**src/rtl/sar_host_pkg.sv**
```systemverilog
package sar_host_pkg;

  typedef enum logic [2:0] {
    RD_IDLE,
    RD_WIDE,
    RD_HIGH,
    RD_LOW,
    RD_GAP
  } rd_mode_e;

endpackage

```
**src/rtl/sar_start_gate.sv**
```systemverilog
module sar_start_gate (
  input  logic clk,
  input  logic rst,
  input  logic chip_en,
  input  logic chip_sel_n,
  input  logic rd_convn,
  input  logic busy,
  output logic start
);

  logic cond;
  logic cond_q;

  assign cond  = chip_en & ~chip_sel_n & ~rd_convn;
  assign start = cond & ~cond_q & ~busy;

  always_ff @(posedge clk) begin
    if (rst) cond_q <= 1'b0;
    else     cond_q <= cond;
  end

endmodule

```
**src/rtl/sar_seq.sv**
```systemverilog
module sar_seq #(
  parameter int RES_W = 12
) (
  input  logic             clk,
  input  logic             rst,
  input  logic             start,
  input  logic             cmp_in,
  output logic             busy,
  output logic [RES_W-1:0] trial,
  output logic [RES_W-1:0] result
);

  localparam logic [RES_W-1:0] MSB_ONLY = {1'b1, {(RES_W-1){1'b0}}};

  logic [RES_W-1:0] probe;
  logic [RES_W-1:0] decided;

  assign decided = cmp_in ? trial : (trial & ~probe);

  always_ff @(posedge clk) begin
    if (rst) begin
      busy   <= 1'b0;
      trial  <= '0;
      probe  <= '0;
      result <= '0;
    end else if (busy) begin
      if (probe[0]) begin
        busy   <= 1'b0;
        trial  <= decided;
        result <= decided;
        probe  <= '0;
      end else begin
        trial <= decided | (probe >> 1);
        probe <= probe >> 1;
      end
    end else if (start) begin
      busy  <= 1'b1;
      trial <= MSB_ONLY;
      probe <= MSB_ONLY;
    end
  end

endmodule

```
**src/rtl/sar_out_steer.sv**
```systemverilog
module sar_out_steer
  import sar_host_pkg::*;
#(
  parameter int RES_W  = 12,
  parameter int BYTE_W = 8
) (
  input  logic             clk,
  input  logic             rst,
  input  logic             chip_en,
  input  logic             chip_sel_n,
  input  logic             rd_convn,
  input  logic             byte_sel,
  input  logic             wide_mode,
  input  logic             busy,
  input  logic [RES_W-1:0] result,
  output logic [RES_W-1:0] dout,
  output logic [RES_W-1:0] dout_oe
);

  localparam int               LO_W    = RES_W - BYTE_W;
  localparam logic [RES_W-1:0] ALL     = '1;
  localparam logic [RES_W-1:0] HI_MASK = ALL << LO_W;
  localparam logic [RES_W-1:0] LO_OE   = ALL >> (RES_W - BYTE_W);
  localparam logic [RES_W-1:0] LO_DATA = ALL >> BYTE_W;

  rd_mode_e         mode;
  logic             read_ok;
  logic             sel_q;
  logic [RES_W-1:0] oe_nx;
  logic [RES_W-1:0] dat_nx;

  assign read_ok = rd_convn & chip_en & ~chip_sel_n & ~busy;

  always_comb begin
    if (!read_ok)              mode = RD_IDLE;
    else if (wide_mode)        mode = RD_WIDE;
    else if (byte_sel != sel_q) mode = RD_GAP;
    else if (byte_sel)         mode = RD_LOW;
    else                       mode = RD_HIGH;
  end

  always_comb begin
    oe_nx  = '0;
    dat_nx = '0;
    case (mode)
      RD_WIDE: begin
        oe_nx  = ALL;
        dat_nx = result;
      end
      RD_HIGH: begin
        oe_nx  = HI_MASK;
        dat_nx = result & HI_MASK;
      end
      RD_LOW: begin
        oe_nx  = LO_OE;
        dat_nx = result & LO_DATA;
      end
      default: begin
        oe_nx  = '0;
        dat_nx = '0;
      end
    endcase
  end

  always_ff @(posedge clk) begin
    if (rst) begin
      sel_q   <= 1'b0;
      dout    <= '0;
      dout_oe <= '0;
    end else begin
      sel_q   <= byte_sel;
      dout    <= dat_nx;
      dout_oe <= oe_nx;
    end
  end

endmodule

```
**src/rtl/sar_host_if.sv**
```systemverilog
module sar_host_if #(
  parameter int RES_W  = 12,
  parameter int BYTE_W = 8
) (
  input  logic             clk,
  input  logic             rst,
  input  logic             chip_en,
  input  logic             chip_sel_n,
  input  logic             rd_convn,
  input  logic             byte_sel,
  input  logic             wide_mode,
  input  logic             cmp_in,
  output logic             busy,
  output logic [RES_W-1:0] dac_code,
  output logic [RES_W-1:0] dout,
  output logic [RES_W-1:0] dout_oe
);

  logic             start;
  logic [RES_W-1:0] result;

  sar_start_gate u_start (
    .clk        (clk),
    .rst        (rst),
    .chip_en    (chip_en),
    .chip_sel_n (chip_sel_n),
    .rd_convn   (rd_convn),
    .busy       (busy),
    .start      (start)
  );

  sar_seq #(.RES_W(RES_W)) u_seq (
    .clk    (clk),
    .rst    (rst),
    .start  (start),
    .cmp_in (cmp_in),
    .busy   (busy),
    .trial  (dac_code),
    .result (result)
  );

  sar_out_steer #(.RES_W(RES_W), .BYTE_W(BYTE_W)) u_steer (
    .clk        (clk),
    .rst        (rst),
    .chip_en    (chip_en),
    .chip_sel_n (chip_sel_n),
    .rd_convn   (rd_convn),
    .byte_sel   (byte_sel),
    .wide_mode  (wide_mode),
    .busy       (busy),
    .result     (result),
    .dout       (dout),
    .dout_oe    (dout_oe)
  );

endmodule

```
**config.mk**
```make
export PLATFORM = sky130hd
export DESIGN_NAME = sar_host_if
export DESIGN_NICKNAME = d
export VERILOG_FILES = /design/src/rtl/sar_host_pkg.sv /design/src/rtl/sar_start_gate.sv /design/src/rtl/sar_seq.sv /design/src/rtl/sar_out_steer.sv /design/src/rtl/sar_host_if.sv
export SDC_FILE = /design/constraint.sdc
export NUM_CORES = 1
export LEC_CHECK = 0
export BUFFER_PORTS_ARGS = -buffer_cell sky130_fd_sc_hd__buf_2
export CAP_MARGIN = 10
export CORE_UTILIZATION = 25
export DETAILED_ROUTE_END_ITERATION = 6
export PLACE_DENSITY = 0.48
export SYNTH_ARGS = -nofsm -noshare
export SYNTH_HDL_FRONTEND = slang
export SYNTH_SLANG_ARGS = --single-unit
```
**constraint.sdc**
```tcl
create_clock -name clk -period 2.33 [get_ports clk]
set_clock_uncertainty 0.2 [all_clocks]
set_input_delay 0.233 -clock clk [delete_from_list [all_inputs] [get_ports clk]]
set_output_delay 0.233 -clock clk [all_outputs]
set_load 0.005 [all_outputs]
```
### Word-level counts from Yosys, hierarchy flattened

Index checks and enable logic that the tools add are counted.

* latch bits: 0
* register bits after elaboration: 63
* bits in writable memories: 0
* memories kept: 0
* ROM bits: 0

* mux-type cells: 15
* shifts and indexed selects: 0
* magnitude comparators: 0
* reductions and logical operators: 2
* divide/modulo/power cells: 0
* $mul: 0
* $add $sub $neg: 0
* bitwise logic cells: 14
* equality and inequality tests: 4

Operator list (count)
* $pmux W12 S3: 2
* $mux W12: 5
* $and A12 B12 Y12: 1
* $not A12 Y12: 1
* $or A12 B11 Y12: 1
* $mux W11: 1
* $mux W3: 3
* $and A1 B1 Y1: 7
* $eq A3 B2 Y1 const B: 2
* $mux W1: 4
* $not A1 Y1: 4
* $eq A3 B1 Y1 const B: 1
* $reduce_and A2 Y1: 1
* $reduce_bool A2 Y1: 1
* $ne A1 B1 Y1: 1

### Logic depth before layout (Yosys ltp)

Gate-level depths: netlist of run 1.

* word-level depth: 7
* mapped depth: 5
* gate-level depth less buffers: 4

### Modules after synthesis

Synthesis of run 1 repeated with hierarchy kept, for this count alone.

* cell total of the unflattened synthesis: 228
* area, all modules: 2064.5 µm²

Modules (own cells, without submodules)
* sar_seq: area each 1467.7 µm², cells an instance 177, times used 1
* sar_out_steer: area each 554.3 µm², cells an instance 47, times used 1
* sar_start_gate: area each 42.5 µm², cells an instance 4, times used 1

### Least setup slack after synthesis of run 1

OpenSTA, ideal clock, no wires.

* path kind: reg2reg
* start: register u_seq.busy
* end: register u_steer.dout[10]
* arrival time: 1519 ps
* stages on the path, launching flop included: 4
* data required time: 2070 ps
* slack: 551 ps
* period minus slack after synthesis: 1779 ps
* cell sequence: dfxtp_1 -> or4b_4 -> a2111oi_4 -> and2_1

* cells in the longest elaborated chain, start to end: 5
* elaborated cells on any way between the ends: 7

RTL lines
* from (decl): line sar_seq.sv:8 `output logic busy,`
* from (signal assigned): line sar_seq.sv:22 `busy <= 1'b0;`
* from (signal assigned): line sar_seq.sv:28 `busy <= 1'b0;`
* from (signal assigned): line sar_seq.sv:37 `busy <= 1'b1;`
* $not A1 Y1 *: line sar_out_steer.sv:32 `assign read_ok = rd_convn & chip_en & ~chip_sel_n & ~busy;`
* $and A1 B1 Y1 *: line sar_out_steer.sv:32
* $mux W3 *: line sar_out_steer.sv:35 `if (!read_ok) mode = RD_IDLE;`
* $eq A3 B2 Y1 or $eq A3 B1 Y1 (tied branches): line sar_out_steer.sv:45 `case (mode)`
* $pmux W12 S3 *: line sar_out_steer.sv:45
* to (signal assigned): line sar_out_steer.sv:72 `dout <= dat_nx;`
* to (decl): line sar_out_steer.sv:16 `output logic [RES_W-1:0] dout,`

Every way passes the cells marked *; elsewhere a longest branch is shown, timed or not.
A chain may end at the register's enable or synchronous reset.

### Final worst setup path of run 1

* start: input chip_sel_n
* end: register u_seq.probe[6]

* cells in the longest elaborated chain, start to end: 6

RTL lines
* from (decl): line sar_host_if.sv:8 `input logic chip_sel_n,`
* $not A1 Y1: line sar_start_gate.sv:14 `assign cond = chip_en & ~chip_sel_n & ~rd_convn;`
* $and A1 B1 Y1 (2 in series): line sar_start_gate.sv:14
* $and A1 B1 Y1 (2 in series): line sar_start_gate.sv:15 `assign start = cond & ~cond_q & ~busy;`
* $reduce_bool A2 Y1 (no line)
* to (signal assigned): line sar_seq.sv:34 `probe <= probe >> 1;`
* to (decl): line sar_seq.sv:15 `logic [RES_W-1:0] probe;`

No other way between the ends.

==> results of run 1 <==
[kinds of logic after synthesis]
family	after synthesis	synth area share, %
AND/OR/NAND/NOR	65	18.84
flip-flops	54	54.44
AO/OA/AOI/OAI	50	20.04
buffers and inverters	23	6.048
adder cells (fa/ha/maj)	1	0.6300
[cell type report]
cell class,instances,area share (%)
clock inverters,2,0.6778
inverters,4,0.6257
clock buffers,6,3.441
multi-input cells,116,32.90
flip-flops and latches,54,45.05
repair buffers,52,11.99
well taps,102,5.318
[worst max-delay path by stage]
stage                           from                     endpoint  slack (ns)  cells past startpoint
3_5_place_dp   u_seq.busy$_SDFF_PP0_   u_steer.dout[8]$_SDFF_PP0_        0.31                      3
4_1_cts                   chip_sel_n  u_seq.probe[7]$_SDFFE_PP0P_        0.08                      6
5_1_grt                   chip_sel_n  u_seq.probe[7]$_SDFFE_PP0P_        0.08                      6
3_3_place_gp   u_seq.busy$_SDFF_PP0_   u_steer.dout[5]$_SDFF_PP0_        0.31                      3
6_report                  chip_sel_n  u_seq.probe[6]$_SDFFE_PP0P_        0.18                      6
2_1_floorplan  u_seq.busy$_SDFF_PP0_  u_steer.dout[10]$_SDFF_PP0_        0.55                      3
[critical path: stages]
cell and delay (ns):
dlygate4sd3_1 0.53, buf_2 0.14, or4b_1 0.58, and2_1 0.28, buf_4 0.21, a22o_1 0.18
[power by group]
group	internal [mW]	switching, mW
sequential	0.928	0.00548
combinational	0.0306	0.0419
clock	0.245	0.304
total	1.20	0.351
[registers in the layout (all words and copies together) (netlist names)]
name / flops
u_steer.sel_q: 1
u_seq.probe: 12
u_steer.dout_oe: 3
u_seq.busy: 1
u_seq.result: 12
u_seq.trial: 12
u_steer.dout: 12
u_start.cond_q: 1
[what timing repair did]
action	in CTS	in global routing
endpoints found under the hold margin	2	0
gates resized for setup	0	1
hold buffers	3	0
setup endpoints to repair	0	6
[cell usage after synthesis]
| cell type | count | share of area [%] |
|---|---|---|
| a2111oi_4 | 1 | 1.4 |
| nor2_1 | 2 | 0.38 |
| a32o_1 | 10 | 5.0 |
| inv_1 | 4 | 0.76 |
| a22o_1 | 12 | 5.3 |
| nor3b_1 | 1 | 0.38 |
| clkbuf_1 | 9 | 1.7 |
| and2_1 | 13 | 4.1 |
| o21ai_0 | 1 | 0.25 |
| nor2b_1 | 4 | 1.3 |
| or4b_1 | 1 | 0.50 |
| nor3_1 | 1 | 0.25 |
| nand2b_1 | 14 | 4.4 |
| buf_4 | 9 | 3.4 |
| a21oi_1 | 14 | 3.5 |
| dfxtp_1 | 54 | 54 |
| nand3_1 | 12 | 3.0 |
| nor4b_1 | 1 | 0.44 |
| a21o_1 | 11 | 4.2 |
| or4b_4 | 1 | 0.69 |
| a21boi_0 | 1 | 0.38 |
| and2_0 | 1 | 0.32 |
| nor4_2 | 1 | 0.63 |
| nand2_1 | 13 | 2.5 |
| ha_1 | 1 | 0.63 |
| buf_1 | 1 | 0.19 |
[per-stage QoR]
step | hold WS [ns] | cells | power, mW | util, %
CTS | 0.05736 | 336 | 1.583 | 31.22
global placement | 0.2353 | 325 | 1.024 | 29.54
detailed placement | 0.2405 | 325 | 1.025 | 29.54
global route | 0.05584 | 336 | 1.641 | 31.22
floorplan | 0.1097 | 193 | 0.9985 | -
finish | 0.06249 | 336 | 1.555 | 31.22
[metal layers]
layer,wire [um],vias up,track usage [%]
met3,228,4,2.680
met2,1739,53,15.53
met5,0,-,0
li1,-,751,-
met1,2060,632,15.33
met4,53,0,4.365
[cells in the final DEF, fill, tap and decap left out, drive strengths merged, types with 3 or more instances in the layout]
master and count:
dfxtp 54, buf 49, and2 14, nand2b 14, a21oi 14, nand2 13
a22o 12, nand3 12, a21o 11, a32o 10, clkbuf 6, inv 5
nor2b 4, dlygate4sd3 3
==> flow_summary.ini, run 1 <==
[final_layout]
seq_area_sq_mm = 0.001081
antenna_cells = 0
syn_to_final_growth_pct = 20.86
multi_input_area_sq_um = 789.5
drive_gt1_share_pct = 26.07
fin_area_sq_mm = 0.002400
nNetsFinal = 242
n_fill_cell = 824

[die]
die-area_sq_mm = 0.008303
io_pins = 45
start_util_pct = 25.83
dieHeight_um = 91.12
core-area_sq_mm = 0.007687
num_rows = 32
chipWidth_um = 91.12

[clock_network]
post_cts_buffers = 0
cts_tree = done
cts_root_buf = clkbuf_8
worstSkewPairLatency_ns = 0.30
clockBufferDepth = 2
clock-sinks = 54
numCtsBuffers = 5
clkTransAtPathRegs_ns = 0.10
htree_levels = 2

[drt]
post_drt_wl_per_cell_um = 12.15
route.detailed.drc = 1
num_vias = 1440
routed_wl_um = 4081
vias_per_cell = 4.286
initialDrtViolationCount = 119
dr.pass1.iters = 7
drtAntennaViolNets = 0

[logic_synthesis]
yosysWarnings = 0
synth_fp_nets = 202
synth.cell_area_sq_mm = 0.001986
avgSynthCellArea_sq_um = 10.29
yosys_register_bits = 54
syn_inst = 193
ys_seq_area_share_pct = 54.44
ys_types = 26

[global_route]
grt_pass1_vias = 1370
grt_max_degree = 21
gr-total-overflow = 0
grt_pass1_wl_um = 7044
antenna_found_initial = 0
grt.total_usage_pct = 10.81

[critical_path]
reg2reg_from = u_seq.busy$_SDFF_PP0_
cp.arrival_ns = 2.15
cp-start-kind = primary input
crit_fanout = 10
worstSetupPathType = primary input to flop
crit_required_ns = 2.33
reg2reg_slack_ns = 0.33
r2r_cells = 3
r2r_end = u_steer.dout[8]$_SDFF_PP0_
endpoint_kind = flop

[pwr]
p_per_area_mw_per_mm2 = 648.0
vdd_drop_max_mv = 0.2300
leakage_nw = 1.063

[sta]
hold_viol = 0
period_share_pct = 92.16
period_needed_ns = 2.147
slew_headroom_pct = 63.55
worstMarginPinSlew_ns = 0.5467
drv_slew = 0
setup_slack_ns = 0.1828
fmax_ghz = 0.4657
rsz0062_at_grt = no
final-setup-viol-count = 0
setup_tns_ns = 0

[place]
postPlaceCellArea_sq_mm = 0.002271
io_buffers = 44
gp_congestion = 0.6911
place_ws_ns = 0.3113
hpwl_um = 2845

[worst_hold_path]
min_path_cells = 3
hp-class = primary input to flop
whs_endpoint = u_steer.dout_oe[7]$_SDFF_PP0_
hp-start = rst

[run]
max_cap_viol_count = 0

[run_status]
violations = design-rule violations
status = complete, but fails checks
No activity file was read; power rests on OpenSTA's default activity.
==> run 2, diff against run 1 <==
- ABC_AREA: not set -> 1
==> run 2 against run 1 <==
The flow now finishes without violations. Power fell by 2.5%. First-iteration DRC count fell by 37%. Sequential power barely moved. Critical path type is now flop to flop. Largest power group unchanged.
==> flow_summary.ini, run 2 <==
[logic_synthesis]
ys.flop_type = dfxtp_1
synth_fp_nets = 286
synth_common_cells = dfxtp_1, nand2_1, a21oi_1, nand3_1, nor2_1
synth.cell_area_sq_mm = 0.002108
synthTopCellsByArea = dfxtp_1, a21oi_1, nand3_1
yosysWarnings = 0
synth_top_area_share_pct = 51.28
avgSynthCellArea_sq_um = 7.611
synthArstFlopShare_pct = 0
ys_seq_area_share_pct = 51.28
synth.most_common_cell = dfxtp_1
syn_inst = 277
ys_types = 17
synth_largest_area_cell = dfxtp_1
yosys_register_bits = 54
synth-edff-count = 0

[run_status]
status = complete, no violations

[global_route]
grt_pass1_vias = 1666
use_met2_pct = 19.40
grt_util_met3_pct = 2.427
grtUsageMet1_pct = 14.29
grt_pass1_wl_um = 7852
grt.busiest_layer = met2
antenna_found_initial = 0
grt.total_usage_pct = 11.44
gr-total-overflow = 0
grt_max_degree = 28

[clock_network]
numCtsBuffers = 5
htree_levels = 2
post_cts_resized = 0
worstSkewPairLatency_ns = 0.30
post_cts_buffers = 0
clock-sinks = 54
hold_buffers = 2
cts_root_buf = clkbuf_8
clockBufferDepth = 2
cts_tree = done
clkTransAtPathRegs_ns = 0.09

[critical_path]
reg2reg_slack_ns = 0.46
cp-startpoint = u_seq.busy$_SDFF_PP0_
worstSetupPathType = flop to flop
critPathSlowestCell = dfxtp_1
crit_fanout = 27
crit_buf_inv = 2
crit_path_cell_trace = inv_2, nor2_2, nand2_1, nand2_1, inv_2, a21oi_1
r2r_end = u_seq.trial[3]$_SDFFE_PP0P_
cp.arrival_ns = 1.90
endpoint_kind = flop
crit_path_end = u_seq.trial[3]$_SDFFE_PP0P_
crit_required_ns = 2.37
cp.depth = 6
max_stage_delay_ns = 0.49
reg2reg_from = u_seq.busy$_SDFF_PP0_
cp-start-kind = flop
cp_top_family = simple AND/OR/NAND/NOR gates
r2r_cells = 6

[final_layout]
final_cell_mix = dfxtp_1, buf_2, nand2_1
drive_gt1_share_pct = 26.92
final_common_cell = dfxtp_1
seq_area_sq_mm = 0.001081
fin_util_pct = 30.10
antenna_cells = 0
multi_input_area_sq_um = 757.0
syn_to_final_growth_pct = 16.74
n_fill_cell = 949
nNetsFinal = 320

[drt]
drtAntennaViolNets = 0
dr.pass1.iters = 4
num_vias = 1748
route.detailed.drc = 0
post_drt_wl_per_cell_um = 10.94
routed_wl_um = 4562
vias_per_cell = 4.192
initialDrtViolationCount = 75

[sta]
period_share_pct = 80.10
hold_ws_ns = 0.01729
period_needed_ns = 1.866
final-setup-viol-count = 0
worstMarginPinSlew_ns = 0.4875
setup_tns_ns = 0
hold_viol = 0
fmax_ghz = 0.5358
rsz0062_at_grt = no
slew_headroom_pct = 67.46
setup_slack_ns = 0.4636
drv_slew = 0

[pwr]
p_comb_share_pct = 4.8
vdd_drop_max_mv = 0.2391
leakage_nw = 1.083
swShare_pct = 23.25
p_per_area_mw_per_mm2 = 616.0
switching_power_uw = 352.4
p_seq_share_pct = 61.5
power.internal_mw = 1.164
clock_power_share_pct = 33.7

[die]
io_pins = 45
chipWidth_um = 93.83
dieHeight_um = 93.83
start_util_pct = 25.79
core-area_sq_mm = 0.008175
num_rows = 33
die-area_sq_mm = 0.008804

[run]
max_cap_viol_count = 0

[worst_hold_path]
hp-class = primary input to flop

[place]
gp_congestion = 0.7812
hpwl_um = 3181
place_ws_ns = 0.4527
io_buffers = 44
run 2: power groups by stage:
stage | clock, mW | combinational [mW] | sequential (mW)
floorplan | 0 | 0.0501 | 0.953
global placement | 0 | 0.0711 | 0.954
detailed placement | 0 | 0.0715 | 0.955
CTS | 0.535 | 0.0743 | 0.933
global route | 0.583 | 0.0829 | 0.935
finish | 0.510 | 0.0729 | 0.933
run 2: how the worst min path moves through the flow:
| stage | endpoint | from | cells past startpoint | slack [ns] |
|---|---|---|---|---|
| after global routing | u_start.cond_q$_SDFF_PP0_ | chip_en | 3 | 0.04 |
| after floorplan | u_start.cond_q$_SDFF_PP0_ | rd_convn | 1 | 0.11 |
| final | u_start.cond_q$_SDFF_PP0_ | chip_sel_n | 4 | 0.02 |
| after global placement | u_steer.dout[0]$_SDFF_PP0_ | u_seq.result[0]$_SDFFE_PP0P_ | 2 | 0.22 |
| after CTS | u_start.cond_q$_SDFF_PP0_ | chip_sel_n | 4 | 0.007 |
| after detailed placement | u_steer.dout[0]$_SDFF_PP0_ | u_seq.result[0]$_SDFFE_PP0P_ | 2 | 0.22 |
run 2: kinds of logic after synthesis:
group / after synthesis / synth area share, %
simple gates: 112 / 23.32
flops: 54 / 51.28
fa+ha+maj: 1 / 0.5934
compound gates: 50 / 11.99
buf+inv: 60 / 12.82
run 2: per-stage QoR:
step | cell area [sq um] | instances | total power, mW
after detailed placement | 2355 | 407 | 1.026
after floorplan | 2108 | 277 | 1.003
final | 2461 | 417 | 1.516
after global routing | 2461 | 417 | 1.600
after global placement | 2355 | 407 | 1.025
after CTS | 2461 | 417 | 1.543
run 2: metal layers:
layer	up-vias	part of all wire, %
li1	936	-
met2	30	47
met5	-	0
met3	4	3.5
met1	778	49
met4	0	1.3
run 2: final cells by class:
cell class | instances | area share, %
clock buffer | 6 | 2.949
sequential | 54 | 43.92
timing repair buffer | 49 | 10.68
clock inverter | 2 | 0.5592
tap | 105 | 5.338
multi-input combinational | 163 | 30.76
inverter | 38 | 5.796
run 2: worst min-delay path: cells and delay by family:
kind                   cells  cell delay [ns]
buffers and inverters      2             0.12
and+or+nand+nor            2             0.12
==> run 3, diff against run 2 <==
- ABC_AREA: 1 -> 0
- PLACE_DENSITY: 0.48 -> 0.5
- clock period: 2.33 -> 1.7 ns (I/O delays scaled with it)
==> run 3 against run 2 <==
Sequential share of layout area decreased by 0.85 points. Worst setup slack got worse by 0.44 ns. Clock power increased by 45%. Via count decreased by 14%. The run now ends with design-rule violations, negative hold slack left. Critical path type unchanged. Register-to-register slack got worse by 0.44 ns. Clock-buffer cell count unchanged. Die area decreased by 5.7%. Combinational power increased by 71%. Largest cell class unchanged.
==> flow_summary.ini, run 3 (same netlist as run 1, synthesis figures left out) <==
[critical_path]
r2r_cells = 4
cp_top_family = simple AND/OR/NAND/NOR gates
crit_buf_inv = 1
cp.depth = 4
crit_path_cell_trace = or4b_4, a2111oi_4, buf_4, and2_1
max_stage_delay_ns = 0.57
crit_required_ns = 1.75
endpoint_kind = flop
reg2reg_from = u_seq.busy$_SDFF_PP0_
crit_path_end = u_steer.dout[10]$_SDFF_PP0_
cp-start-kind = flop
reg2reg_slack_ns = 0.03
cp.arrival_ns = 1.73
cp-startpoint = u_seq.busy$_SDFF_PP0_
crit_fanout = 9
r2r_end = u_steer.dout[10]$_SDFF_PP0_
worstSetupPathType = flop to flop
critPathSlowestCell = or4b_4

[final_layout]
nNetsFinal = 254
final_cell_mix = dfxtp_1, buf_2, nand2b_1, a21oi_1, buf_4
syn_to_final_growth_pct = 26.53
drive_gt1_share_pct = 30.89
n_fill_cell = 837
final_common_cell = dfxtp_1
fin_area_sq_mm = 0.002512
antenna_cells = 0

[place]
hpwl_um = 2883
postPlaceCellArea_sq_mm = 0.002346
io_buffers = 44
gp_congestion = 0.6866

[die]
chipWidth_um = 91.12
start_util_pct = 25.83
io_pins = 45
dieHeight_um = 91.12
num_rows = 32
die-area_sq_mm = 0.008303
core-area_sq_mm = 0.007687

[drt]
vias_per_cell = 4.316
initialDrtViolationCount = 54
routed_wl_um = 4270
dr.pass1.iters = 6
drtAntennaViolNets = 0
num_vias = 1502
route.detailed.drc = 1
post_drt_wl_per_cell_um = 12.27

[clock_network]
hold_buffers = 5
clockBufferDepth = 2
htree_levels = 2
numCtsBuffers = 5
worstSkewPairLatency_ns = 0.31
clkTransAtPathRegs_ns = 0.10
cts_root_buf = clkbuf_8
cts_tree = done
clock-sinks = 54

[worst_hold_path]
hp-class = primary input to flop

[pwr]
p_per_area_mw_per_mm2 = 853.7
leakage_nw = 1.133
vdd_drop_max_mv = 0.3614

[sta]
final-setup-viol-count = 0
hold_viol = 1
slew_headroom_pct = 44.33
rsz0062_at_grt = yes
period_share_pct = 98.41
worstMarginPinSlew_ns = 0.8341
fmax_ghz = 0.5977
period_needed_ns = 1.673
drv_slew = 0
hold_ws_ns = -0.001447

[global_route]
grt.busiest_layer = met1
grt_pass1_wl_um = 6962
grt_pass1_vias = 1327
grtUsageMet1_pct = 15.54
antenna_found_initial = 0
grt_max_degree = 21
grt_util_met3_pct = 3.518
grt.total_usage_pct = 10.90
gr-total-overflow = 0
use_met2_pct = 14.96

[run]
max_cap_viol_count = 0

[run_status]
violations = design-rule violations, negative hold slack
status = complete, but fails checks
==> run 3: worst min path at each step <==
stage | startpoint | end | slack [ns] | cells past startpoint
6_report | chip_sel_n | u_seq.probe[11]$_SDFFE_PP0P_ | -0.001 | 3
2_1_floorplan | chip_sel_n | u_start.cond_q$_SDFF_PP0_ | 0.05 | 1
3_3_place_gp | byte_sel | u_steer.sel_q$_SDFF_PP0_ | 0.22 | 2
5_1_grt | chip_sel_n | u_seq.probe[11]$_SDFFE_PP0P_ | -0.005 | 3
3_5_place_dp | byte_sel | u_steer.sel_q$_SDFF_PP0_ | 0.22 | 2
4_1_cts | chip_sel_n | u_seq.probe[11]$_SDFFE_PP0P_ | -0.02 | 3
==> run 3: report_power, final <==
part | total (mW) | internal (mW) | switching (mW)
Clock | 0.742 | 0.328 | 0.414
Sequential | 1.28 | 1.27 | 0.00540
Combinational | 0.125 | 0.0600 | 0.0655
Total | 2.14 | 1.66 | 0.485
==> run 3: routing by layer <==
layer,share of wire (%),vias up
met5,0,-
met4,1.5,0
met3,4.8,5
met2,41,40
met1,53,679
li1,-,778
==> run 3: tightest hold or removal path, delay by kind of cell <==
family | cells | cell delay [ns]
AO/OA/AOI/OAI | 1 | 0.07
buffers and inverters | 1 | 0.09
AND/OR/NAND/NOR | 1 | 0.13
==> run 3: cell type report <==
cell class,count,area (sq um),area share [%]
Multi-Input combinational cell,116,805.8,32.07
Timing Repair Buffer,64,386.6,15.39
Sequential cell,54,1082,43.08
Tap cell,102,127.6,5.080
Clock inverter,2,12.51,0.4980
Clock buffer,6,82.58,3.287
Inverter,4,15.01,0.5976
==> run 3: metrics by stage <==
step	setup slack, ns	power, mW	instances	util, %	TNS, ns
2_1_floorplan	0.02199	1.368	193	-	0
3_3_place_gp	-0.2000	1.417	335	30.52	-4.382
3_5_place_dp	-0.2377	1.416	335	30.52	-4.979
4_1_cts	0.006833	2.171	348	32.57	0
5_1_grt	-0.05972	2.242	348	32.68	-0.4891
6_report	0.02696	2.145	348	32.68	0
==> run 3: repair_timing <==
item,in CTS,in global routing
pin swaps,1,1
hold endpoints to repair,3,1
setup buffers,0,0
endpoints found under the setup margin,26,25
gates cloned,0,0
resized for setup,4,4
